<file path="src/rtl/nibble_boot_rx.sv">
module nibble_boot_rx #(
  parameter int WORD_W     = 48,
  parameter int NIB_W      = 4,
  parameter int BOOT_WORDS = 256,
  parameter int ADDR_W     = 20,
  parameter logic [ADDR_W-1:0] BASE_ADDR = 20'h40000,
  parameter int MOD        = 1,
  localparam int CNT_W     = $clog2(BOOT_WORDS + 1)
) (
  input  logic              clk,
  input  logic              rst_n,
  input  logic              lclk,
  input  logic [NIB_W-1:0]  ldata,
  output logic              wr_en,
  output logic [ADDR_W-1:0] wr_addr,
  output logic [WORD_W-1:0] wr_data,
  output logic              irq,
  input  logic              rd_en,
  output logic [WORD_W-1:0] rd_data,
  output logic [1:0]        buf_stat,
  output logic              ovf,
  output logic [CNT_W-1:0]  dma_count,
  output logic [ADDR_W-1:0] dma_addr
);
  localparam int NIBS = WORD_W / NIB_W;
  localparam int NC_W = $clog2(NIBS);

  logic [2:0]              ck_s;
  logic [NIB_W-1:0]        d_s0, d_s1;
  logic [WORD_W-NIB_W-1:0] sh;
  logic [NC_W-1:0]         nib_cnt;
  logic [WORD_W-1:0]       fifo [2];
  logic                    rp, wp;
  logic [1:0]              fcnt;

  wire              rise   = ck_s[1] & ~ck_s[2];
  wire              last   = rise && (nib_cnt == NC_W'(NIBS - 1));
  wire [WORD_W-1:0] word   = {sh, d_s1};
  wire              active = (dma_count != '0);
  wire              avail  = (fcnt != 2'd0);
  wire              full   = (fcnt == 2'd2);
  wire              pop    = avail && (active || rd_en);
  wire              push   = last && (!full || pop);

  assign wr_en    = active && avail;
  assign wr_addr  = dma_addr;
  assign wr_data  = fifo[rp];
  assign rd_data  = fifo[rp];
  assign buf_stat = {avail, full};

  always_ff @(posedge clk or negedge rst_n) begin
    if (!rst_n) begin
      ck_s    <= '0;
      d_s0    <= '0;
      d_s1    <= '0;
      sh      <= '0;
      nib_cnt <= '0;
    end else begin
      ck_s <= {ck_s[1:0], lclk};
      d_s0 <= ldata;
      d_s1 <= d_s0;
      if (rise) begin
        sh      <= word[WORD_W-NIB_W-1:0];
        nib_cnt <= last ? '0 : nib_cnt + 1'b1;
      end
    end
  end

  always_ff @(posedge clk or negedge rst_n) begin
    if (!rst_n) begin
      for (int i = 0; i < 2; i++) fifo[i] <= '0;
      rp   <= 1'b0;
      wp   <= 1'b0;
      fcnt <= 2'd0;
      ovf  <= 1'b0;
    end else begin
      if (push) begin
        fifo[wp] <= word;
        wp       <= ~wp;
      end
      if (pop) rp <= ~rp;
      fcnt <= fcnt + {1'b0, push} - {1'b0, pop};
      if (last && !push) ovf <= 1'b1;
    end
  end

  always_ff @(posedge clk or negedge rst_n) begin
    if (!rst_n) begin
      dma_count <= CNT_W'(BOOT_WORDS);
      dma_addr  <= BASE_ADDR;
      irq       <= 1'b0;
    end else begin
      irq <= wr_en && (dma_count == CNT_W'(1));
      if (wr_en) begin
        dma_count <= dma_count - 1'b1;
        dma_addr  <= dma_addr + ADDR_W'(MOD);
      end
    end
  end
endmodule


</file>
<file path="config.mk">
export PLATFORM = sky130hd
export DESIGN_NAME = nibble_boot_rx
export DESIGN_NICKNAME = d
export VERILOG_FILES = /design/src/rtl/nibble_boot_rx.sv
export SDC_FILE = /design/constraint.sdc
export NUM_CORES = 1
export LEC_CHECK = 0
export BUFFER_PORTS_ARGS = -buffer_cell sky130_fd_sc_hd__buf_2
export CAP_MARGIN = 20
export CORE_MARGIN = 2
export CORE_UTILIZATION = 45
export CTS_CLUSTER_SIZE = 28
export DETAILED_ROUTE_END_ITERATION = 10
export PLACE_DENSITY = 0.73
export SYNTH_ARGS = -nofsm -noshare
export SYNTH_HDL_FRONTEND = slang
export SYNTH_SLANG_ARGS = --single-unit
</file>
<file path="constraint.sdc">
create_clock -name clk -period 2.5 [get_ports clk]
set_clock_uncertainty 0.15 [all_clocks]
set_input_delay 0.125 -clock clk [delete_from_list [all_inputs] [get_ports clk]]
set_output_delay 0.125 -clock clk [all_outputs]
set_load 0.02 [all_outputs]
</file>
; Yosys cells after proc, flatten, opt, wreduce, memory -nomap -nowiden
; Cells that the tools add are included.
; Widths: inputs -> output; s select.
[word_totals]
out_inout_bits = 150
wordCells = 51
register_bits = 190
in_bits = 8
[classes]
n_bitwise = 6
reduce_logical = 13
magnitude_cmp = 3
add_sub_neg = 5
eq_ne = 3
muxes = 7
[op_table]
columns = operator, count
row1 = $mux 48, 4
row2 = $bwmux 96, 1
row3 = $demux 48 s1, 1
row4 = $add 20x1->20 const B, 1
row5 = $eq 9x1->1 const B, 1
row6 = $reduce_bool 9->1, 1
row7 = $sub 9x1->9 const B, 1
row8 = $logic_and 1x1->1, 7
row9 = $add 4x1->4 const B, 1
row10 = $eq 4x4->1 const B, 1
row11 = $ge 2x2->1 const B, 2
row12 = $mux 4, 1
row13 = $not 1->2, 2
row14 = $not 1->1, 3
row15 = $add 2x1->2, 1
row16 = $eq 2x2->1 const B, 1
row17 = $logic_not 1->1, 2
row18 = $logic_or 1x1->1, 2
row19 = $lt 2x1->1 const B, 1
row20 = $reduce_bool 2->1, 1
row21 = $sub 2x1->2, 1
row22 = $and 1x1->1, 1

; Longest topological paths before layout
[depth]
word_depth = 7
mapped_depth = 10
depth_no_buf = 8

; Worst setup path before layout
; Ideal clock, no wire load.
[synth_path]
path_type = register to register
start = register dma_count[0]
end = register fifo[86] (netlist name)
period_less_slack_ps = 2280
slack_ps = 220
stages_incl_launch_ff = 11
t_arrival_ps = 2004
t_required_ps = 2225
path_buffers = 3
setup_time_ps = 125
cell_sequence = dfrtp_1 -> inv_1 -> ha_1 -> nor2b_1 -> nand4_1 -> nand2_1 -> or2_1 -> buf_2 -> buf_6 -> buf_6 -> mux2_4
[synth_via]
elab_chain_cells = 5
[synth_lines]
columns = element, line_no
row1 = "start, declared", 22  ; output logic [CNT_W-1:0] dma_count,
row2 = "start signal, assigned", 89  ; dma_count <= CNT_W'(BOOT_WORDS);
row3 = "start signal, assigned", 95  ; dma_count <= dma_count - 1'b1;
row4 = $reduce_bool 9->1, 39  ; wire active = (dma_count != '0);
row5 = $logic_or 1x1->1, 42  ; wire pop = avail && (active || rd_en);
row6 = $logic_and 1x1->1, 42
row7 = $logic_or 1x1->1, 43  ; wire push = last && (!full || pop);
row8 = $logic_and 1x1->1, 43
row9 = "end signal, assigned by index", 78  ; fifo[wp] <= word;
row10 = "end, declared", 32  ; logic [WORD_W-1:0] fifo [2];
; Every way passes these cells.
; A chain may end at the register's enable or synchronous reset.

; Final worst setup path
[layout_path]
start = register dma_count[2]
end = register fifo[61] (netlist name)
; Same word-level chain as after synthesis.

==> summary.md <==
| Metric | Value |
|---|---|
| Synth Flop Type | dfrtp_1 |
| GRT Total Usage | 16.4% |
| Starting Density | 46.2% |
| Clk slew on worst S/H paths | 0.07 ns |
| Critical Path Max Stage Delay | 0.44 ns |
| First drt pass iteration count | 4 |
| Avg Inst Size Synth | 14.2 um2 |
| Max Clock Freq | 0.425 GHz |
| Period utilisation layout | 94.1% |
| Top cells by area, synth | dfrtp_1 56%, mux2_2 24%, buf_4 6.5% |
| Async SR Flop Fraction | 100% |
| Synth top cells by count | 188 x dfrtp_1, 181 x mux2_2, 73 x buf_4, 23 x xnor2_1, 20 x nand2_1 |
| Root Buffer | clkbuf_16 |
| Port Buffers | 157 |
| Worst setup EP type | flip-flop |
| Syn Inst Count | 589 |
| Post-synthesis register bit count | 190 |
| Worst path slowest cell | nor3_1 |
| Max-cap violations | 0 |
| Slew of the pin with the lowest slew margin | 0.771 ns |
| Worst R2R Start | dma_count[2]$_DFFE_PN0P_ |
| Share of cells above drive strength 1 | 56.6% |
| Crit-path cells | nor3_1, nand4_1, nand2_1, or2_2, buf_4, mux2_2 |
| Final setup TNS | 0 ns |
| CTS sink count | 190 |
| Vias | 4730 |
| Routed WL | 15.5 mm |
| Critical Path AT | 2.51 ns |
| Worst hold path type | in -> async |
| Int Power | 7.03 mW |
| Maximum vdd ir drop | 0.000531 V |
| Sw Share | 33.2% |
| Final number of max-transition violations | 0 |
| Top-count cell post-synth | dfrtp_1 |
| Diode count | 0 |
| Normalized max-slew margin | 48.2% |
| Post-route cell area | 0.00963 mm2 |
| Row count | 49 |
| CTS buffer count | 17 |
| Filler cells | 1504 |
| Unrepaired setup endpoints after global routing | no |
| Number of synthesized flops with an enable pin | 0 |
| Setup Viol. Count Final | 0 |
| Largest buffer count on any clock path | 2 |
| Die Ht | 140 um |
| Via density | 5.09 |
| Tot Pwr | 10.5 mW |
| Syn_nets | 603 |
| Antenna violations before repair | 0 |
| Drt wl/cell | 16.7 um |
| CP Launch Type | flip-flop |
| Switch Pwr | 3.49 mW |
| Die width | 140 um |
| Ys Warns | 0 |
| Worst-skew pair later-pin latency | 0.42 ns |
| H-tree level count | 4 |
| Vias in the first global route | 4883 |
| Hold slack final | 0.133 ns |
| Cell Area, Synth | 0.00838 mm2 |
| Worst setup path class | reg -> reg |
| Final Critical Period | 2.35 ns |
| First DRT Iteration DRCs | 158 |
| Outcome | completed |
| Final #Nets | 703 |
| CP Launch Point | dma_count[2]$_DFFE_PN0P_ |
| DIE AREA | 0.0197 mm2 |
| Part of the power in registers | 43.6% |
| Core Region | 0.0181 mm2 |
| Final Hold Fails | 0 |
| Clk network pwr share | 25.5% |
| Area growth, synth to finish | 14.9% |
| ANT nets after route | 0 |
| Post-DP Area | 0.00896 mm2 |
| Maximum fanout along the worst path | 19 |
| P_leak | 5.05 nW |
| CP Data Required Time | 2.66 ns |
| Post-route DRC | 0 |
| Post-synthesis sequential area ratio | 56.8% |
| Placed wire-length estimate | 10.2 mm |
| Power density over the cells | 1090 mW/mm2 |
| Yosys top cell area share | 56.1% |
| Post-CTS setup buffer count | 0 |
| Comb power frac | 30.9% |
| Worst slack, placed | 0.0830 ns |
| Global route overflow | 0 |
| # IOs | 158 |
| CTS tree | yes |
| Placer's final routability congestion estimate | 0.762 |
| Distinct cell type count after synthesis | 41 |
| Largest net degree at the start of global routing | 76 |
| First-pass GRT wire length | 25.7 mm |
| Leading area contributor after synthesis | dfrtp_1 |
| Final worst slack | 0.147 ns |
[routing by layer]
layer,vias up,wire length [um],track usage (%),share of wire [%]
li1,2176,-,-,-
met1,2417,7220,22.3,47
met2,122,7500,26.9,48
met3,15,630,3.62,4.1
met4,0,170,4.74,1.1
met5,-,0,0,0
[cells in the final DEF, fill, tap and decap left out, types with 7 or more instances in the layout]
cell type,instances
nand2_1,20
xnor2_1,23
dfrtp_1,187
clkbuf_16,17
mux2_2,181
buf_2,156
dlygate4sd3_1,7
nand3_1,9
mux2_4,9
[sequential cells by signal, summed over array words and instances, names as in the netlist]
| register | flops |
|---|---|
| ck_s | 3 |
| d_s0 | 4 |
| d_s1 | 4 |
| dma_addr | 20 |
| dma_count | 9 |
| fcnt | 2 |
| fifo | 96 |
| irq | 1 |
| nib_cnt | 4 |
| ovf | 1 |
| rp | 1 |
| sh | 44 |
| wp | 1 |
[layout make-up]
class / instances / area, um2 / area share [%]
sequential: 190 / 4760 / 49.4
clock buffer: 21 / 480 / 4.99
inverter: 4 / 15.0 / 0.156
multi-input combinational: 301 / 2960 / 30.7
timing repair buffer: 175 / 1020 / 10.6
clock inverter: 9 / 109 / 1.13
tap: 229 / 287 / 2.98
[timing repair]
item,in CTS,in global routing
hold endpoints to repair,78,0
endpoints found under the setup margin,0,25
hold buffers,7,0
gates resized for setup,0,1
[worst max-delay path: cells and delay by family, from the launching register on]
family / cells / cell delay, ns
AND/OR/NAND/NOR: 4 / 0.99
flip-flops: 1 / 0.42
multiplexers: 1 / 0.38
buffers and inverters: 1 / 0.30
[per-stage QoR]
| stage | std cells | util, % |
|---|---|---|
| floorplan | 589 | - |
| global placement | 892 | 49.4 |
| global route | 929 | 53.1 |
| finish | 929 | 53.1 |
| detailed placement | 892 | 49.4 |
| CTS | 929 | 53.0 |
[power groups by stage]
stage | combinational [mW] | clock, mW | sequential [mW]
2_1_floorplan | 2.81 | 0 | 4.35
3_3_place_gp | 3.21 | 0 | 4.57
3_5_place_dp | 3.28 | 0 | 4.63
4_1_cts | 3.31 | 2.77 | 4.58
5_1_grt | 3.48 | 2.89 | 4.72
6_report | 3.25 | 2.69 | 4.59
[cells by family (layout without fill, tap and decap cells)]
logic type      Yosys count  in the layout  share of synthesized area, %
compound gates           11             11                         0.851
xor+xnor                 29             29                          3.03
fa+ha+maj                 6              6                         0.896
buf+inv                  98            209                          8.11
flops                   190            190                          56.8
mux                     191            191                          26.1
simple gates             64             64                          4.30
[worst paths after layout]
check,endpoint,slack (ns),cells after the start
min,d_s1[0]$_DFF_PN0_,0.13,2
min reg2reg,d_s1[0]$_DFF_PN0_,0.20,0
max,fifo[61]$_DFFE_PN0P_,0.15,6
max reg2reg,fifo[61]$_DFFE_PN0P_,0.15,6
max in group asynchronous,fifo[36]$_DFFE_PN0P_,1.31,3
min in group clk,d_s0[1]$_DFF_PN0_,0.19,2
Power figures use the tool's default switching activity.
